File: config.mk
export PLATFORM = sky130hd
export DESIGN_NAME = dual_mode_ctrl_port
export DESIGN_NICKNAME = d
export VERILOG_FILES = /design/src/rtl/dual_mode_ctrl_port.sv
export SDC_FILE = /design/constraint.sdc
export NUM_CORES = 1
export LEC_CHECK = 0
export BUFFER_PORTS_ARGS = -buffer_cell sky130_fd_sc_hd__buf_4
export CORE_UTILIZATION = 60
export CTS_CLUSTER_DIAMETER = 200
export DETAILED_ROUTE_END_ITERATION = 16
export PLACE_DENSITY = 0.84
export SLEW_MARGIN = 20
export SYNTH_ARGS = -nofsm -noshare
export SYNTH_HDL_FRONTEND = slang
export SYNTH_SLANG_ARGS = --single-unit
File: constraint.sdc
create_clock -name clk -period 4.8 [get_ports clk]
set_input_delay 0.24 -clock clk [delete_from_list [all_inputs] [get_ports clk]]
set_output_delay 0.24 -clock clk [all_outputs]
set_load 0.01 [all_outputs]
File: src/rtl/dual_mode_ctrl_port.sv
module dual_mode_ctrl_port #(
  parameter int ADDR_W = 7,
  parameter int DATA_W = 8
) (
  input  logic              clk,
  input  logic              rst_n,
  input  logic              cs_n,
  input  logic              sclk,
  input  logic              dio1_in,
  input  logic              din2,
  output logic              dio1_out,
  output logic              dio1_oe,
  output logic [ADDR_W-1:0] reg_addr,
  output logic [DATA_W-1:0] reg_wdata,
  output logic              reg_we,
  output logic              reg_rd,
  input  logic [DATA_W-1:0] reg_rdata
);
  localparam int CMD_BITS = ADDR_W + 1;
  localparam int TOT_BITS = CMD_BITS + DATA_W;
  localparam int CW = $clog2(TOT_BITS + 1);
  localparam logic [CW-1:0] CNT_CMD = CW'(CMD_BITS);
  localparam logic [CW-1:0] CNT_END = CW'(TOT_BITS);

  logic [1:0] cs_sy, sck_sy, d1_sy, d2_sy;
  logic cs_q, sck_q;
  logic bidir, rw;
  logic [CW-1:0] cnt;
  logic [ADDR_W-1:0] addr_sh;
  logic [DATA_W-1:0] data_sh, tx_sh;

  always_ff @(posedge clk or negedge rst_n) begin
    if (!rst_n) begin
      cs_sy  <= 2'b11;
      sck_sy <= 2'b00;
      d1_sy  <= 2'b00;
      d2_sy  <= 2'b00;
      cs_q   <= 1'b1;
      sck_q  <= 1'b0;
    end else begin
      cs_sy  <= {cs_sy[0], cs_n};
      sck_sy <= {sck_sy[0], sclk};
      d1_sy  <= {d1_sy[0], dio1_in};
      d2_sy  <= {d2_sy[0], din2};
      cs_q   <= cs_sy[1];
      sck_q  <= sck_sy[1];
    end
  end

  wire cs_s     = cs_sy[1];
  wire sck_s    = sck_sy[1];
  wire cs_fall  = cs_q & ~cs_s;
  wire cs_rise  = ~cs_q & cs_s;
  wire in_sess  = ~cs_q & ~cs_s;
  wire sck_rise = in_sess & sck_s & ~sck_q;
  wire sck_fall = in_sess & ~sck_s & sck_q;
  wire rx_bit   = bidir ? d1_sy[1] : d2_sy[1];
  wire tx_phase = rw && (cnt >= CNT_CMD) && (cnt < CNT_END);

  assign reg_addr  = addr_sh;
  assign reg_wdata = data_sh;

  always_ff @(posedge clk or negedge rst_n) begin
    if (!rst_n) begin
      bidir   <= 1'b0;
      rw      <= 1'b0;
      cnt     <= '0;
      addr_sh <= '0;
      data_sh <= '0;
    end else if (cs_fall) begin
      bidir <= sck_s;
      rw    <= 1'b0;
      cnt   <= '0;
    end else if (sck_rise && cnt != CNT_END) begin
      cnt <= cnt + CW'(1);
      if (cnt == '0)
        rw <= rx_bit;
      else if (cnt < CNT_CMD)
        addr_sh <= bidir ? {rx_bit, addr_sh[ADDR_W-1:1]} : {addr_sh[ADDR_W-2:0], rx_bit};
      else if (!rw)
        data_sh <= bidir ? {rx_bit, data_sh[DATA_W-1:1]} : {data_sh[DATA_W-2:0], rx_bit};
    end
  end

  always_ff @(posedge clk or negedge rst_n) begin
    if (!rst_n) begin
      reg_we <= 1'b0;
      reg_rd <= 1'b0;
    end else begin
      reg_we <= sck_rise && (cnt == CNT_END - CW'(1)) && !rw;
      reg_rd <= sck_rise && (cnt == CNT_CMD - CW'(1)) && rw;
    end
  end

  always_ff @(posedge clk or negedge rst_n) begin
    if (!rst_n) begin
      tx_sh    <= '0;
      dio1_out <= 1'b0;
      dio1_oe  <= 1'b0;
    end else if (cs_s || cs_rise) begin
      dio1_oe  <= 1'b0;
      dio1_out <= 1'b0;
    end else if (cs_fall) begin
      dio1_oe  <= ~sck_s;
      dio1_out <= 1'b0;
    end else if (reg_rd) begin
      tx_sh <= reg_rdata;
    end else if (sck_fall && tx_phase) begin
      dio1_oe  <= 1'b1;
      dio1_out <= bidir ? tx_sh[0] : tx_sh[DATA_W-1];
      tx_sh    <= bidir ? (tx_sh >> 1) : (tx_sh << 1);
    end
  end

  p_oe_idle_r8: assert property (@(posedge clk) disable iff (!rst_n)
    cs_q |-> !dio1_oe);
  p_oe_bidir_read_r8: assert property (@(posedge clk) disable iff (!rst_n)
    (dio1_oe && bidir) |-> rw);
  p_we_in_session_r6: assert property (@(posedge clk) disable iff (!rst_n)
    reg_we |-> !cs_q);
  p_we_single_r9: assert property (@(posedge clk) disable iff (!rst_n)
    reg_we |=> !reg_we);
  p_rd_pulse_r7: assert property (@(posedge clk) disable iff (!rst_n)
    reg_rd |=> !reg_rd);
  p_strobe_excl_r10: assert property (@(posedge clk) disable iff (!rst_n)
    !(reg_we && reg_rd));
endmodule

==> key figures, run 1 <==
Logic synthesis
  • Sequential cell area fraction in the yosys report: 54.1%
  • EDFF count, synth: 0
  • Synth cell count leaders: dfrtp_1 (41), mux2_2 (31), nand2_1 (18), mux2i_1 (16), o21ai_0 (10)
  • Ys async rst share: 100%
  • Most numerous cell in the Yosys netlist: dfrtp_1
  • Post-Syn Area: just over 2000 sq um
  • Area leader, netlist: dfrtp_1
  • Post-Syn Instances: 165
  • YS warnings: 0
  • Yosys cell types: 31
  • Syn_nets: 182
  • Top cell type's share of synthesized area: 50.2%
  • Most common flop cell mapped by yosys: dfrtp_1
  • Syn_area_per_cell: 12.4 sq um
  • Synth area leaders: dfrtp_1 (50%), mux2_2 (17%), mux2i_1 (7.8%)
  • Seq cells post-synth: 44

Clock network
  • Bufs on Longest Clock Path: 2
  • CTS tree: yes
  • Skew-Pair Late Insertion Delay: 0.36 ns
  • CTS Buf Count: 5
  • Post_cts resized: 0
  • H-tree depth reported by CTS: 2
  • Clock slew seen by the registers of the worst setup and hold paths: between 0.1 and 0.15 ns
  • CTS root buffer: clkbuf_4
  • CTS sink count: 44

Route
  • Drt wl/cell: around 15 um
  • Met3 Wirelength: 135 um
  • Metal2 WL: 1.84 mm
  • Max Used Layer: met4
  • Drt first-iter violations: 46
  • Post-route DRC: 0
  • Routed wire length: 3.69 mm
  • Via count: about 1300
  • M1 WL: between 1.5 and 2 mm
  • Final antenna-violating net count: 0
  • Vias per cell: about 5.5
  • First-pass DRT Iterations: 4

Pwr
  • Final Power: 0.000639 W
  • Comb power frac: 9.8%
  • LEAKAGE: around 1.1 nW
  • Pwr Density: about 270 nW/um^2
  • Net Sw Power: 0.000166 W
  • P_int: 0.000473 W
  • Switching share of total power: between 20% and 30%
  • Peak VDD IR: 197 uV
  • Seq pwr share: 63.3%
  • Clk pwr share: 26.9%

Die
  • Die W: approximately 60 um
  • Top Ports: 33
  • Die H: a little over 60 um
  • Die area: 3640 sq um
  • Starting Density: 64.8%
  • Core box area: 3150 sq um
  • Row count: 20

Finish
  • Diodes inserted: 0
  • Layout area overhead: 17.7%
  • Fillers: 215
  • Fin util: 76.3%
  • Nets: about 220
  • Post-Layout Cell Count: 246
  • Layout cells sized above 1: a little under two fifths

Critical path
  • Critical path data arrival time: 2.48 ns
  • Crit Path Category: reg -> reg
  • Critical path launch point: cs_q
  • Worst Path Required: ~5.1 ns
  • Worst Setup End Kind: flip-flop
  • Worst setup SP type: flip-flop
  • R2r startpoint: cs_q
  • Maximum fanout along the worst path: 10

STA
  • Setup Total Neg Slack: 0 ns
  • Unrepaired setup endpoints after global routing: false
  • Slew headroom: 25.7%
  • Slew of the pin with the lowest slew margin: 1.12 ns
  • Max Fclk: roughly 450 MHz
  • Tcrit/Tclk final: roughly 46%
  • Setup violators final: 0
  • Tmin final: roughly 2.2 ns
  • Final Max Tran Viols: 0
  • Fin. Hold Viols: 0
  • Worst Clk Skew: between 0.006 and 0.007 ns

Flow run
  • Max-cap violations: 0

Placement
  • Placed Cells: roughly 230
  • Post-DP HPWL: 2.52 mm
  • IO Port Bufs: 32
  • Gpl congestion: 0.772

Global routing
  • Initial antenna violation count: 0
  • First-pass GRT wire length: 5.95 mm
  • Vias in the first global route: 1270
  • Largest net degree at the start of global routing: between 40 and 50
  • Overflow after GRT: 0
  • Total Routing Usage GR: 23.0%

Hold path
  • Hold crit path type: in -> reg
  • Hold path startpoint: reg_rdata[5]

Status
  • Outcome: complete, no violations
-- power by group through the flow --
stage                     Clock [W]  Combinational [W]  Sequential [W]
final                      0.000172          0.0000623        0.000405
after floorplan                   0          0.0000414        0.000399
after detailed placement          0          0.0000597        0.000411
after global routing       0.000190          0.0000695        0.000407
after CTS                  0.000175          0.0000633        0.000405
after global placement            0          0.0000564        0.000410
-- area by class of cell --
class / instances / area [sq um] / share of cell area [%]
inverters: 7 / 26.3 / 1.09
clock buffers: 5 / 37.5 / 1.56
multi-input cells: 107 / 878 / 36.5
repair buffers: 37 / 290 / 12.1
clock inverters: 2 / 12.5 / 0.520
flip-flops and latches: 44 / 1100 / 45.9
well taps: 44 / 55.1 / 2.29
-- stage by stage --
step	cell area [sq um]	worst slack [ns]	hold slack [ns]
after floorplan	2040	2.80	-0.0556
after global placement	2300	2.64	0.249
after detailed placement	2300	2.59	0.263
after CTS	2400	2.57	0.204
after global routing	2400	2.48	0.209
final	2400	2.58	0.213
-- cells in the final DEF, fill, tap and decap left out, drive strengths merged --
cell type,synthesis,final
clkinv,0,1
mux2i,16,16
or4b,1,1
and3,1,1
nor4,3,3
nor3b,2,2
nand2,18,18
o21ai,10,10
nor2,5,5
dfstp,3,3
dfrtp,41,41
inv,7,7
or2b,1,1
ha,3,3
and4bb,1,1
a31oi,1,1
or3,1,1
mux2,31,31
a22o,1,1
clkinvlp,0,1
a21boi,1,1
a221oi,1,1
o211ai,1,1
dlygate4sd3,0,5
nand4b,2,2
nor4bb,1,1
buf,3,32
and2,1,1
o41ai,1,1
clkbuf,4,5
nand2b,2,2
nand3,2,2
-- registers in the layout (all words and copies together) (netlist names) --
name,cells
bidir,1
cnt,5
cs_q,1
cs_sy,2
d1_sy,2
d2_sy,2
dio1_oe,1
dio1_out,1
reg_addr,7
reg_rd,1
reg_wdata,8
reg_we,1
rw,1
sck_q,1
sck_sy,2
tx_sh,8
-- worst paths after layout --
| kind | endpoint | slack, ns | cells past startpoint |
|---|---|---|---|
| min in group asynchronous | reg_wdata[6] | 0.39 | 2 |
| min | tx_sh[5] | 0.21 | 4 |
| min reg2reg | d1_sy[1] | 0.36 | 0 |
| max in group asynchronous | cs_sy[1] | 4.03 | 2 |
| max reg2reg | reg_wdata[0] | 2.58 | 3 |
| max | reg_wdata[0] | 2.58 | 3 |
-- critical path, stage by stage, from the launching register on --
cell,delay (ns)
dfstp_2,0.41
or4b_1,0.71
nor4_4,0.60
mux2_2,0.40
-- what timing repair did --
action	4_1_cts	5_1_grt
hold buffers	5	0
hold endpoints to repair	45	0
setup buffers	0	0
-- layer usage --
metal  track usage [%]  vias up
li1                  -      659
met1              29.7      658
met2              36.1       24
met3              7.68        6
met4              8.31        0
met5                 0        -
-- kinds of logic after synthesis --
group                      share of synthesized area [%]
adders and majority gates                           1.84
and+or+nand+nor                                     11.5
muxes                                               24.9
DFF                                                 54.1
buffers and inverters                               2.94
AOI/OAI and AO/OA                                   4.78
Power figures use the tool's default switching activity.
==> run 2: changes to the inputs <==
Settings changed: CORE_UTILIZATION 60 to 50, PLACE_DENSITY 0.84 to 0.75.
Clock period 4.8 ns to 1.85 ns, I/O delays scaled along.
==> run 2 against run 1 <==
Effect of this change: sequential power rose by 150%; highest routed layer unchanged; cell count up 8.1%; critical endpoint is now reg_wdata[1]; sequential share of layout area is 3.4 points lower; utilization fell by 7.8 points; largest power group unchanged; largest cell class unchanged.
==> key figures, run 2 (synthesized netlist as in run 1, its figures left out) <==
Critical path
  • Worst Path Required: 2.03 ns
  • Worst R2R End: reg_wdata[1]
  • Critical path buffer and inverter count: 2
  • Slowest CP cell: dfrtp_1
  • Critical path data arrival time: 1.95 ns
  • Top Family by Delay on Critical Path: simple AND/OR/NAND/NOR gates
  • R2r startpoint: cnt[0]
  • Worst Setup End Kind: flip-flop
  • R2r setup slk: 0.07 ns
  • Maximum fanout along the worst path: 8
  • Crit Path Category: reg -> reg
  • Cell Chain, Critical Path: inv_1, ha_1, and4bb_2, nor4_4, buf_6, mux2_2
  • Slowest stage delay, CP: 0.36 ns
  • R2r worst-path depth: 6
  • Worst setup SP type: flip-flop

Route
  • First-pass DRT Iterations: 4
  • Via count: 1439
  • Vias per cell: 5.41
  • Post-route DRC: 0
  • Drt first-iter violations: 59
  • Drt wl/cell: 14.3 um
  • Routed wire length: approximately 3.8 mm
  • Final antenna-violating net count: 0

Finish
  • Layout area overhead: 27.3%
  • Most frequent cells in the layout: buf_4 (46), dfrtp_1 (41), mux2_2 (31)
  • Layout cells sized above 1: a little over two fifths
  • Nets: 234
  • Fin util: 68.4%
  • Diodes inserted: 0
  • Commonest non-fill, non-tap cell in the layout: buf_4

Clock network
  • Clock slew seen by the registers of the worst setup and hold paths: about 0.080 ns
  • CTS root buffer: clkbuf_8
  • CTS sink count: 44
  • CTS tree: yes
  • Bufs on Longest Clock Path: 2
  • H-tree depth reported by CTS: 2
  • CTS Buf Count: 5
  • Skew-Pair Late Insertion Delay: 0.29 ns

Pwr
  • Pwr Density: 747 nW/um^2
  • Peak VDD IR: ~570 uV
  • LEAKAGE: 1.22 nW

STA
  • Setup violators final: 0
  • Tcrit/Tclk final: 96.0%
  • Max Fclk: 563 MHz
  • Fin. Hold Viols: 0
  • Worst Clk Skew: 0.00339 ns
  • Tmin final: 1.78 ns
  • Slew of the pin with the lowest slew margin: roughly 0.53 ns
  • Final Max Tran Viols: 0
  • Slew headroom: 64.7%
  • Setup Total Neg Slack: 0 ns
  • WHS: around 0.13 ns

Status
  • Outcome: complete, no violations

Placement
  • Gpl congestion: 0.750
  • Post-DP HPWL: 2.70 mm
  • IO Port Bufs: 32

Die
  • Top Ports: 33
  • Die H: 65.9 um
  • Core box area: between 3000 and 4000 sq um
  • Row count: 22
  • Die area: 4350 sq um
  • Starting Density: 53.8%
  • Die W: 65.9 um

Global routing
  • Largest net degree at the start of global routing: 45
  • Total Routing Usage GR: between 20% and 30%
  • Initial antenna violation count: 0
  • Overflow after GRT: 0
  • First-pass GRT wire length: 6.46 mm
  • Vias in the first global route: 1462

Hold path
  • Hold path startpoint: reg_rdata[6]
  • Worst hold endpoint: tx_sh[6]
  • Hold crit path type: in -> reg
  • Hold path cells: 4

Flow run
  • Max-cap violations: 0
## run 2: worst max-delay path by stage
stage | startpoint | endpoint | cells past startpoint
after floorplan | cs_q | reg_wdata[0] | 4
after global placement | cs_q | tx_sh[2] | 3
after detailed placement | cs_q | tx_sh[1] | 3
after CTS | cs_q | reg_wdata[1] | 4
after global routing | cnt[0] | reg_wdata[1] | 6
final | cnt[0] | reg_wdata[1] | 6
## run 2: layout make-up
| class | instances | area, sq um |
|---|---|---|
| fillers | 281 | 1200 |
| flip-flops and latches | 44 | 1100 |
| multi-input cells | 107 | 895 |
| repair buffers | 52 | 407 |
| clock buffers | 6 | 72.6 |
| well taps | 48 | 60.1 |
| clock inverters | 2 | 35.0 |
| inverters | 7 | 26.3 |
## run 2: tightest hold or removal path: stages
cell,delay [ns]
buf_4,0.08
nand2_1,0.04
o21ai_0,0.05
mux2_2,0.13
## run 2: report_power, final
group | switching, W | leakage (nW) | internal [W]
logic | 0.000107 | 0.616 | 0.000113
clock network | 0.000309 | 0.0552 | 0.000400
registers | 0.0000197 | 0.546 | 0.000994
## run 2: what timing repair did
item                       4_1_cts  5_1_grt
setup endpoints to repair        8       24
resized for setup                1        3
pin swaps                        0        1
hold endpoints to repair        45        0
gates cloned                     0        0
hold buffers                     5        0
buffers inserted                 0        3
## run 2: per-stage QoR
step | total power [W] | std cells | area (sq um) | setup slack, ns
floorplan | 0.00114 | 165 | 2040 | -0.0386
CTS | 0.00196 | 263 | 2560 | 0.000208
global placement | 0.00123 | 250 | 2400 | 0.0152
finish | 0.00194 | 266 | 2600 | 0.0747
detailed placement | 0.00124 | 250 | 2400 | -0.0251
global route | 0.00204 | 266 | 2600 | -0.00800
## run 2: routing by layer
metal,global-route usage (%),part of all wire (%),vias to the layer above
li1,-,-,691
met1,24.8,43,706
met2,32.4,50,36
met3,6.03,4.8,6
met4,8.15,1.3,0
met5,0,0,-
